## config.mk

```make
export PLATFORM = sky130hd
export DESIGN_NAME = seg_screen_mem
export DESIGN_NICKNAME = d
export VERILOG_FILES = /design/src/rtl/seg_mem_pkg.sv /design/src/rtl/seg_access_ctrl.sv /design/src/rtl/seg_bank_store.sv /design/src/rtl/seg_shadow.sv /design/src/rtl/seg_screen_mem.sv
export SDC_FILE = /design/constraint.sdc
export NUM_CORES = 1
export LEC_CHECK = 0
export BUFFER_PORTS_ARGS = -buffer_cell sky130_fd_sc_hd__buf_2
export CAP_MARGIN = 20
export CORE_ASPECT_RATIO = 1.5
export CORE_UTILIZATION = 40
export CTS_BUF_LIST = sky130_fd_sc_hd__clkbuf_8
export CTS_CLUSTER_DIAMETER = 100
export DETAILED_ROUTE_END_ITERATION = 10
export PLACE_DENSITY = 0.55
export SYNTH_ARGS = -nofsm -noshare
export SYNTH_HDL_FRONTEND = slang
export SYNTH_SLANG_ARGS = --single-unit
```

## constraint.sdc

```tcl
create_clock -name clk -period 15.4 [get_ports clk]
set_input_delay 0.77 -clock clk [delete_from_list [all_inputs] [get_ports clk]]
set_output_delay 0.77 -clock clk [all_outputs]
set_load 0.02 [all_outputs]
```

## src/rtl/seg_mem_pkg.sv

```systemverilog
package seg_mem_pkg;
  localparam int SCREENS    = 4;
  localparam int BANK_BYTES = 15;
  localparam int BYTE_W     = 8;
  localparam int NIB_W      = BYTE_W / 2;
  localparam int SCR_W      = $clog2(SCREENS);
  localparam int AW         = $clog2(BANK_BYTES);
  localparam int PTR_W      = BYTE_W;
  localparam int CFG_W      = 1 + SCR_W;

  typedef logic [BYTE_W-1:0] seg_byte_t;
  typedef logic [SCR_W-1:0]  scr_idx_t;
  typedef logic [AW-1:0]     byte_idx_t;
  typedef logic [BANK_BYTES-1:0][BYTE_W-1:0] screen_img_t;

  typedef struct packed {
    logic      en;
    scr_idx_t  scr;
    byte_idx_t idx;
    seg_byte_t val;
  } mem_wr_t;
endpackage

```

## src/rtl/seg_access_ctrl.sv

```systemverilog
module seg_access_ctrl
  import seg_mem_pkg::*;
(
  input  logic             clk,
  input  logic             rst_n,
  input  logic             data_wr_en,
  input  seg_byte_t        data_wr_val,
  input  logic             ptr_wr_en,
  input  logic [PTR_W-1:0] ptr_wr_val,
  input  logic             cfg_wr_en,
  input  logic [CFG_W-1:0] cfg_wr_val,
  input  seg_byte_t        rd_byte,
  output byte_idx_t        rd_idx,
  output seg_byte_t        data_q,
  output logic             freeze,
  output scr_idx_t         scr,
  output mem_wr_t          wr
);
  logic             ptr_dir;
  logic [PTR_W-2:0] ptr_addr;
  logic             ptr_ok;
  logic             data_en;
  seg_byte_t        data_d;
  seg_byte_t        data_r;
  logic [CFG_W-1:0] cfg_r;

  assign ptr_dir  = ptr_wr_val[PTR_W-1];
  assign ptr_addr = ptr_wr_val[PTR_W-2:0];
  assign ptr_ok   = ptr_addr < (PTR_W-1)'(BANK_BYTES);
  assign rd_idx   = ptr_addr[AW-1:0];

  // next state of the data register: a fetch outranks a plain data load
  always_comb begin
    data_en = 1'b0;
    data_d  = data_r;
    if (ptr_wr_en && !ptr_dir) begin
      data_en = 1'b1;
      data_d  = ptr_ok ? rd_byte : '0;
    end else if (data_wr_en) begin
      data_en = 1'b1;
      data_d  = data_wr_val;
    end
  end

  // a store carries the byte held before this cycle
  always_comb begin
    wr.en  = ptr_wr_en && ptr_dir && ptr_ok;
    wr.scr = cfg_r[CFG_W-1:1];
    wr.idx = ptr_addr[AW-1:0];
    wr.val = data_r;
  end

  always_ff @(posedge clk or negedge rst_n) begin
    if (!rst_n) begin
      data_r <= '0;
    end else if (data_en) begin
      data_r <= data_d;
    end
  end

  always_ff @(posedge clk or negedge rst_n) begin
    if (!rst_n) begin
      cfg_r <= '0;
    end else if (cfg_wr_en) begin
      cfg_r <= cfg_wr_val;
    end
  end

  assign data_q = data_r;
  assign freeze = cfg_r[0];
  assign scr    = cfg_r[CFG_W-1:1];

  assert_data_load_R2: assert property (@(posedge clk) disable iff (!rst_n)
    (data_wr_en && !(ptr_wr_en && !ptr_dir)) |=> data_q == $past(data_wr_val));

  assert_store_keeps_data_R3: assert property (@(posedge clk) disable iff (!rst_n)
    (ptr_wr_en && ptr_dir && !data_wr_en) |=> $stable(data_q));

  assert_bad_fetch_zero_R6: assert property (@(posedge clk) disable iff (!rst_n)
    (ptr_wr_en && !ptr_dir && !ptr_ok) |=> data_q == '0);
endmodule

```

## src/rtl/seg_bank_store.sv

```systemverilog
module seg_bank_store
  import seg_mem_pkg::*;
(
  input  logic        clk,
  input  logic        rst_n,
  input  mem_wr_t     wr,
  input  scr_idx_t    rd_scr,
  input  byte_idx_t   rd_idx,
  output seg_byte_t   rd_byte,
  input  scr_idx_t    disp_scr,
  output screen_img_t live_img
);
  screen_img_t bank [SCREENS];
  logic        rd_ok;

  // segment storage carries no reset so it outlives a control reset
  always_ff @(posedge clk) begin
    for (int s = 0; s < SCREENS; s++) begin
      if (wr.en && (wr.scr == scr_idx_t'(s))) begin
        bank[s][wr.idx] <= wr.val;
      end
    end
  end

  assign rd_ok    = rd_idx < AW'(BANK_BYTES);
  assign rd_byte  = rd_ok ? bank[rd_scr][rd_idx] : '0;
  assign live_img = bank[disp_scr];

  assert_store_lands_R3: assert property (@(posedge clk) disable iff (!rst_n)
    wr.en |=> bank[$past(wr.scr)][$past(wr.idx)] == $past(wr.val));
endmodule

```

## src/rtl/seg_shadow.sv

```systemverilog
module seg_shadow
  import seg_mem_pkg::*;
(
  input  logic        clk,
  input  logic        load,
  input  screen_img_t live_img,
  output screen_img_t shadow_img
);
  for (genvar b = 0; b < BANK_BYTES; b++) begin : g_byte
    seg_byte_t q;
    always_ff @(posedge clk) begin
      if (load) begin
        q <= live_img[b];
      end
    end
    assign shadow_img[b] = q;
  end
endmodule

```

## src/rtl/seg_screen_mem.sv

```systemverilog
module seg_screen_mem
  import seg_mem_pkg::*;
(
  input  logic              clk,
  input  logic              rst_n,
  input  logic              data_wr_en,
  input  logic [BYTE_W-1:0] data_wr_val,
  input  logic              ptr_wr_en,
  input  logic [PTR_W-1:0]  ptr_wr_val,
  input  logic              cfg_wr_en,
  input  logic [CFG_W-1:0]  cfg_wr_val,
  output logic [BYTE_W-1:0] data_q,
  input  logic [AW-1:0]     disp_addr,
  output logic [NIB_W-1:0]  disp_even,
  output logic [NIB_W-1:0]  disp_odd
);
  logic [1:0]  rst_sync;
  logic        rst_i;
  seg_byte_t   rd_byte;
  byte_idx_t   rd_idx;
  logic        freeze;
  scr_idx_t    scr;
  mem_wr_t     wr;
  screen_img_t live_img;
  screen_img_t shadow_img;
  screen_img_t view_img;
  logic        disp_ok;
  seg_byte_t   disp_byte;

  always_ff @(posedge clk or negedge rst_n) begin
    if (!rst_n) begin
      rst_sync <= 2'b00;
    end else begin
      rst_sync <= {rst_sync[0], 1'b1};
    end
  end
  assign rst_i = rst_sync[1];

  seg_access_ctrl u_ctrl (
    .clk(clk), .rst_n(rst_i),
    .data_wr_en(data_wr_en), .data_wr_val(data_wr_val),
    .ptr_wr_en(ptr_wr_en), .ptr_wr_val(ptr_wr_val),
    .cfg_wr_en(cfg_wr_en), .cfg_wr_val(cfg_wr_val),
    .rd_byte(rd_byte), .rd_idx(rd_idx),
    .data_q(data_q), .freeze(freeze), .scr(scr), .wr(wr)
  );

  seg_bank_store u_store (
    .clk(clk), .rst_n(rst_i), .wr(wr),
    .rd_scr(scr), .rd_idx(rd_idx), .rd_byte(rd_byte),
    .disp_scr(scr), .live_img(live_img)
  );

  // shadow follows the live screen every unfrozen cycle
  seg_shadow u_shadow (
    .clk(clk), .load(!freeze),
    .live_img(live_img), .shadow_img(shadow_img)
  );

  assign view_img  = freeze ? shadow_img : live_img;
  assign disp_ok   = disp_addr < AW'(BANK_BYTES);
  assign disp_byte = disp_ok ? view_img[disp_addr] : '0;
  assign disp_even = disp_byte[NIB_W-1:0];
  assign disp_odd  = disp_byte[BYTE_W-1:NIB_W];

  assert_frozen_view_R9: assert property (@(posedge clk) disable iff (!rst_i)
    (freeze && $past(freeze) && $stable(disp_addr)) |-> $stable(disp_byte));

  assert_live_view_R10: assert property (@(posedge clk) disable iff (!rst_i)
    (!freeze && disp_ok) |-> disp_byte == live_img[disp_addr]);
endmodule

```

==> summary.txt, run 1 <==
Routing
  • DR iter-0 viols: approximately 1400
  • Final ANT Viol Nets: 0
  • WL per Instance: 32.7 um
  • Via count: about 13000
  • DRT Pass-1 Iters: 5
  • Detailed Route WL: approximately 73000 um
  • Vias per cell: between 6 and 7
  • DR DRC count: 0

Die
  • # rows: approximately 110
  • Ports: 44
  • Die span in y: between 300 and 400 um
  • DIE AREA: ~65000 um^2
  • Core Footprint: between 60000 and 70000 um^2
  • Starting density of the core: about two fifths
  • Die Span X: between 200 and 250 um

Critical path
  • Crit Path Category: register to primary output
  • CP arrival: ~4.7 ns
  • CP Launch Point: u_ctrl.cfg_r[2]
  • Worst r2r dst: u_ctrl.data_q[2]
  • CP max-delay cell: a2111oi_0
  • Flop2flop setup slack: 11.38 ns
  • Critical Path RT: ~15 ns
  • Setup crit end kind: primary output
  • CP Cell Sequence: buf_4 -> mux4_2 -> mux4_2 -> a2111oi_0 -> a211oi_1 -> buf_2
  • Setup crit start kind: register
  • Crit path to: disp_odd[2]
  • Worst Path Max Fanout: between 60 and 70
  • R2R depth: 6
  • Max incr delay on CP: 0.88 ns
  • Most used cell, CP: mux4_2
  • RR Startpoint: u_ctrl.cfg_r[1]

Timing
  • Setup_tns: 0 ns
  • Final setup viols: 0
  • Crit share post-route: 35.7%
  • Final Max Slew Viols: 0
  • Slew headroom: a little over a quarter
  • Fmax: roughly 180 MHz
  • Worst Tran Pin Value: roughly 1.1 ns
  • RSZ-0062 raised after global routing: false
  • Final clock skew: about 0.039 ns
  • Fin crit period: 5.49 ns
  • Final Hold Vio Count: 0

Clocking
  • Postcts setup bufs: 0
  • Clock root cell: clkbuf_8
  • Num CTS Buffers: just under 90
  • Clk buf depth: 3
  • CTS tree: done
  • Post-CTS Hold Buffers: 1
  • Clock Latency Late Sink: 0.69 ns
  • H-tree lvl count: 3
  • Reg clk slew, reported paths: about 0.07 ns
  • Post-cts sizing count: 0
  • Clock sinks: a little over 600

Synthesis
  • Top_reg_cell synth: edfxtp_1
  • Yosys reg bits: 613
  • Cells after synthesis: 1251
  • Post-synth net total: roughly 1300
  • Yosys cell types: 57
  • Avg Inst Size Synth: slightly above 20 um^2
  • Sequential area share after synthesis: about 72%
  • Synth Warn #: 0
  • Fraction of registers with async set/reset: ~2.1%
  • Most common cell in the synthesized netlist: edfxtp_1
  • Synth area leader: edfxtp_1
  • Top cells by area, synth: edfxtp_1, mux4_2, mux2i_1
  • Number of flops mapped to enable cells by yosys: 600
  • Share of the synthesized area in the top cell type: a little over two thirds
  • Top post-synthesis cells by count: edfxtp_1, mux4_2, nor2_1
  • Mapped cell area: ~25000 um^2

Power and ir drop
  • Pwr dens: 128 nW/um^2
  • Leak pwr: 9.08 nW
  • VDD IR max: roughly 0.054 mV

Placed design
  • Routability cong.: ~0.94
  • IO buf count: 43
  • HPWL Detailed: 46800 um
  • Placed cell count: 2050

Hold path
  • Hold WC Path Type: register to async pin

Global routing
  • Largest net degree at the start of global routing: 65
  • GRT Util Overall: about 23%
  • First-pass GRT wire length: about 100000 um
  • Initial antenna violation count: 4
  • Vias in the first global route: 14000
  • Total congestion overflow: 0

Layout
  • Post-layout nets: between 1000 and 1500
  • Layout cells sized above 1: a little under a third
  • Fill cells: between 5000 and 6000
  • Area grow syn2layout: 11.4%
  • Non-Filler Instances: about 2200
  • Sequential cell area: about 18000 um^2
  • Multi-input logic area: between 6000 and 7000 um^2

Run
  • Max Cap Viol: 0

Status
  • Status: finished clean
## critical path, delay by kind of cell (launching register included)
| family | cells | cell delay (ns) |
|---|---|---|
| compound gates | 2 | 1.13 |
| buf+inv | 2 | 1.08 |
| mux | 2 | 1.04 |
| flops | 1 | 0.76 |
## layout by cell type (no fill, tap or decap), types with 8 or more instances in the layout
cell type  count
o21ai_0       16
nor2_1        72
nand3_1       10
inv_1         29
clkinv_2      13
dfrtp_2        8
edfxtp_1     600
buf_2         42
nand2b_1       8
a22oi_1       11
buf_4         43
a211oi_1      11
clkinv_1      18
nor2b_1       12
mux2_2        10
mux4_2       198
clkbuf_8      93
o22ai_1        9
a21oi_1       22
o21a_1        10
mux2i_1       34
nand2_1       39
## state kept, by name, summed over array words and instances (netlist names)
name	cells
u_store.bank	480
u_shadow.g_byte.q	120
rst_sync	2
u_ctrl.cfg_r	3
u_ctrl.data_q	8
## where the power goes
| part | internal (mW) | leakage [nW] | total, mW | switching (mW) |
|---|---|---|---|---|
| clock | 0.665 | 0.990 | 1.30 | 0.635 |
| sequential | 1.92 | 5.70 | 1.94 | 0.0219 |
| combinational | 0.134 | 2.39 | 0.383 | 0.249 |
| total | 2.71 | 9.08 | 3.62 | 0.906 |
## cell type report
cell class / count / area share [%]
diodes: 2 / 0.0176
clock inverters: 70 / 1.65
clock buffers: 93 / 4.51
well taps: 798 / 3.52
flip-flops and latches: 613 / 64.7
repair buffers: 87 / 1.95
multi-input cells: 548 / 23.5
inverters: 6 / 0.0970
## cells by family after synthesis
logic type,share of synthesized area [%]
buffers and inverters,1.79
DFF,72.0
AOI/OAI and AO/OA,3.68
muxes,19.3
and+or+nand+nor,3.22
other,0.0147
## through the flow
| stage | util (%) | hold WS [ns] | setup slack (ns) | cell area [um^2] | power (mW) |
|---|---|---|---|---|---|
| 2_1_floorplan | - | 0.134 | 9.31 | 25500 | 2.21 |
| 3_3_place_gp | 42.5 | 0.317 | 10.43 | 26600 | 2.35 |
| 3_5_place_dp | 42.5 | 0.311 | 10.46 | 26600 | 2.36 |
| 4_1_cts | 45.3 | 0.265 | 9.68 | 28400 | 3.65 |
| 5_1_grt | 45.3 | 0.298 | 9.56 | 28400 | 3.73 |
| 6_report | 45.3 | 0.255 | 9.91 | 28400 | 3.62 |
## how the worst min path moves through the flow
stage	from	endpoint	slack [ns]	cells past startpoint
finish	rst_sync[1]	u_ctrl.cfg_r[2]	0.26	0
global route	rst_sync[1]	u_ctrl.cfg_r[2]	0.30	0
CTS	cfg_wr_val[1]	u_ctrl.cfg_r[1]	0.27	3
detailed placement	rst_sync[1]	u_ctrl.cfg_r[1]	0.31	0
global placement	rst_sync[1]	u_ctrl.cfg_r[1]	0.32	0
floorplan	rst_sync[1]	u_ctrl.cfg_r[0]	0.13	0
## per-layer routing
metal  wire length, um  vias to the layer above  global-route usage [%]
met5                13                        -                       0
met4              3610                        2                    11.5
met3              4660                      147                    4.05
met2             37500                      551                    39.5
met1             26800                     7259                    27.5
li1                  -                     5468                       -
Power figures use the tool's default switching activity.
==> inputs of run 2 (changes only) <==
==> constraint.sdc (replaced) <==
create_clock -name clk -period 5.63 [get_ports clk]
set_input_delay 0.2815 -clock clk [delete_from_list [all_inputs] [get_ports clk]]
set_output_delay 0.2815 -clock clk [all_outputs]
set_load 0.02 [all_outputs]
==> run 2 against run 1 <==
Net effect: sequential share of layout area grew 0.17 points; setup slack lost 9.1 ns; non-clock buffer count stayed put; sequential cell count unchanged; total power rose to 2.7 times the previous value; cell area down 0.27%; worst hold slack worse by 0.18 ns; sequential power grew to 2.8 times the previous value; utilization down 0.12 points; clock skew barely moved; clock power increased to 2.5 times the previous value; register-to-register slack got worse by 9.1 ns.
==> summary.txt, run 2 (synthesis gave the netlist of run 1 again) <==
Die
  • DIE AREA: 64700 um^2 (unchanged)
  • Starting density of the core: 40.7% (unchanged)
  • Die Span X: 208 um (unchanged)
  • Die span in y: 311 um (unchanged)
  • Core Footprint: 62600 um^2 (unchanged)
  • # rows: 112 (unchanged)
  • Ports: 44 (unchanged)

Critical path
  • Crit Path Category: register to primary output (unchanged)
  • CP Cell Sequence: buf_4 -> mux4_2 -> mux4_2 -> and2_1 -> nor3_1 -> a21oi_1 -> buf_2 (was buf_4 -> mux4_2 -> mux4_2 -> a2111oi_0 -> a211oi_1 -> buf_2)
  • Critical Path RT: 5.35 ns (was 14.63 ns)
  • Worst Path Max Fanout: 29 (was 61)
  • CP bufs+invs: 2 (unchanged)
  • CP arrival: 4.58 ns (was 4.72 ns)
  • Most used cell, CP: mux4_2 (unchanged)
  • CP max-delay cell: dfrtp_4 (was a2111oi_0)
  • Cell family with the largest share of critical-path delay: multiplexers (was compound AO/OA/AOI/OAI gates)
  • Setup crit end kind: primary output (unchanged)
  • Setup crit start kind: register (unchanged)
  • Max incr delay on CP: 0.85 ns (was 0.88 ns)

Timing
  • Setup_tns: 0 ns (unchanged)
  • Fin crit period: between 4 and 5 ns
  • Worst hold slack: 0.0737 ns (was 0.255 ns)
  • Slew headroom: 25.0% (was 26.3%)
  • Final Hold Vio Count: 0 (unchanged)
  • RSZ-0062 raised after global routing: false (unchanged)
  • Final clock skew: 0.0384 ns (was 0.0388 ns)
  • Fmax: ~200 MHz
  • Worst Tran Pin Value: 1.12 ns (was 1.11 ns)
  • Final Max Slew Viols: 0 (unchanged)
  • Final setup viols: 0 (unchanged)
  • Crit share post-route: ~86%

Routing
  • Via count: 13300 (was 13400)
  • Vias per cell: 6.02 (was 6.06)
  • DRT Pass-1 Iters: 5 (unchanged)
  • WL per Instance: 32.2 um (was 32.7 um)
  • Detailed Route WL: 71200 um (was 72500 um)
  • DR iter-0 viols: 1255 (was 1383)
  • Final ANT Viol Nets: 0 (unchanged)
  • DR DRC count: 0 (unchanged)

Global routing
  • GRT Util Overall: 22.4% (was 22.9%)
  • Initial antenna violation count: 1 (was 4)
  • Largest net degree at the start of global routing: 81 (was 65)
  • First-pass GRT wire length: 102000 um (was 104000 um)
  • Total congestion overflow: 0 (unchanged)
  • Vias in the first global route: 13900 (was 14000)

Clocking
  • Clock sinks: 613 (unchanged)
  • CTS tree: done (unchanged)
  • Clock root cell: clkbuf_8 (unchanged)
  • Num CTS Buffers: 92 (was 88)
  • Clk buf depth: 3 (unchanged)
  • Reg clk slew, reported paths: 0.07 ns (about the same)
  • H-tree lvl count: 3 (unchanged)
  • Clock Latency Late Sink: 0.67 ns (was 0.69 ns)
  • Postcts setup bufs: 0 (unchanged)

Layout
  • Fill cells: 5319 (was 5252)
  • Register bank with the most flops: u_store.bank (unchanged)
  • Area grow syn2layout: 11.1% (was 11.4%)
  • Number of flip-flops in the largest register: 480 (unchanged)
  • Post-layout nets: 1376 (was 1372)
  • Commonest non-fill, non-tap cell in the layout: edfxtp_1 (unchanged)
  • Most frequent cells in the layout: edfxtp_1, mux4_2, clkbuf_8 (unchanged)
  • Layout cells sized above 1: 29.0% (was 30.5%)

Power and ir drop
  • VDD IR max: 0.154 mV (was 0.0545 mV)
  • Pwr dens: 341 nW/um^2 (was 128 nW/um^2)
  • Leak pwr: 9.02 nW (was 9.08 nW)

Placed design
  • Routability cong.: 0.881 (was 0.942)
  • HPWL Detailed: 47300 um (was 46800 um)
  • IO buf count: 43 (unchanged)

Status
  • Status: finished clean (unchanged)

Run
  • Max Cap Viol: 0 (unchanged)

Hold path
  • Hold WC Path Type: input pin to register (was register to async pin)
==> run 2: final timing paths <==
kind,cells past startpoint,end,slack (ns),start
max,7,disp_even[3],0.77,u_ctrl.cfg_r[1]
max reg2reg,3,u_store.bank[3][18],2.24,u_ctrl.cfg_r[1]
min,4,u_ctrl.data_q[7],0.07,data_wr_val[7]
max in group asynchronous,0,u_ctrl.cfg_r[1],4.78,rst_sync[1]
min reg2reg,0,u_ctrl.data_q[5],0.29,rst_sync[1]
min in group asynchronous,0,u_ctrl.data_q[5],0.29,rst_sync[1]
==> run 2: metrics by stage <==
step                area (um^2)  setup slack (ns)  std cells  total power, mW  utilization (%)
floorplan                 25500            0.0322       1251             6.03                -
global route              28300             0.734       2216             9.97             45.2
global placement          26600              1.41       2041             6.44             42.4
finish                    28300             0.765       2216             9.65             45.2
detailed placement        26600              1.50       2041             6.46             42.4
CTS                       28300             0.726       2215             9.74             45.2
==> run 2: worst register-to-register path, delay by kind of cell (launching register included) <==
family        cells  cell delay (ns)
flops             1             0.85
buf+inv           1             0.30
simple gates      2             1.85
==> run 2: timing repair <==
| action | CTS | global route |
|---|---|---|
| endpoints found under the hold margin | 5 | 0 |
| gates resized for setup | 0 | 0 |
| hold buffers | 11 | 0 |
==> run 2: layout make-up <==
class,instances,area (um^2),share of cell area (%)
inverters,6,27.5,0.0973
diodes,1,2.50,0.00884
multi-input cells,548,6680,23.6
clock inverters,67,293,1.03
well taps,798,998,3.53
clock buffers,96,1320,4.67
repair buffers,87,613,2.17
flip-flops and latches,613,18400,64.9
==> run 2: power by group <==
group | total [mW] | internal (mW) | switching (mW)
combinational | 1.00 | 0.380 | 0.621
clock | 3.29 | 1.62 | 1.68
sequential | 5.36 | 5.24 | 0.120
==> run 2: per-layer routing <==
| layer | wire length, um | track usage (%) | vias to the layer above |
|---|---|---|---|
| met2 | 35900 | 37.5 | 611 |
| met4 | 3700 | 11.9 | 0 |
| met5 | 0 | 0 | - |
| li1 | - | - | 5486 |
| met1 | 27100 | 28.0 | 7089 |
| met3 | 4570 | 3.57 | 154 |
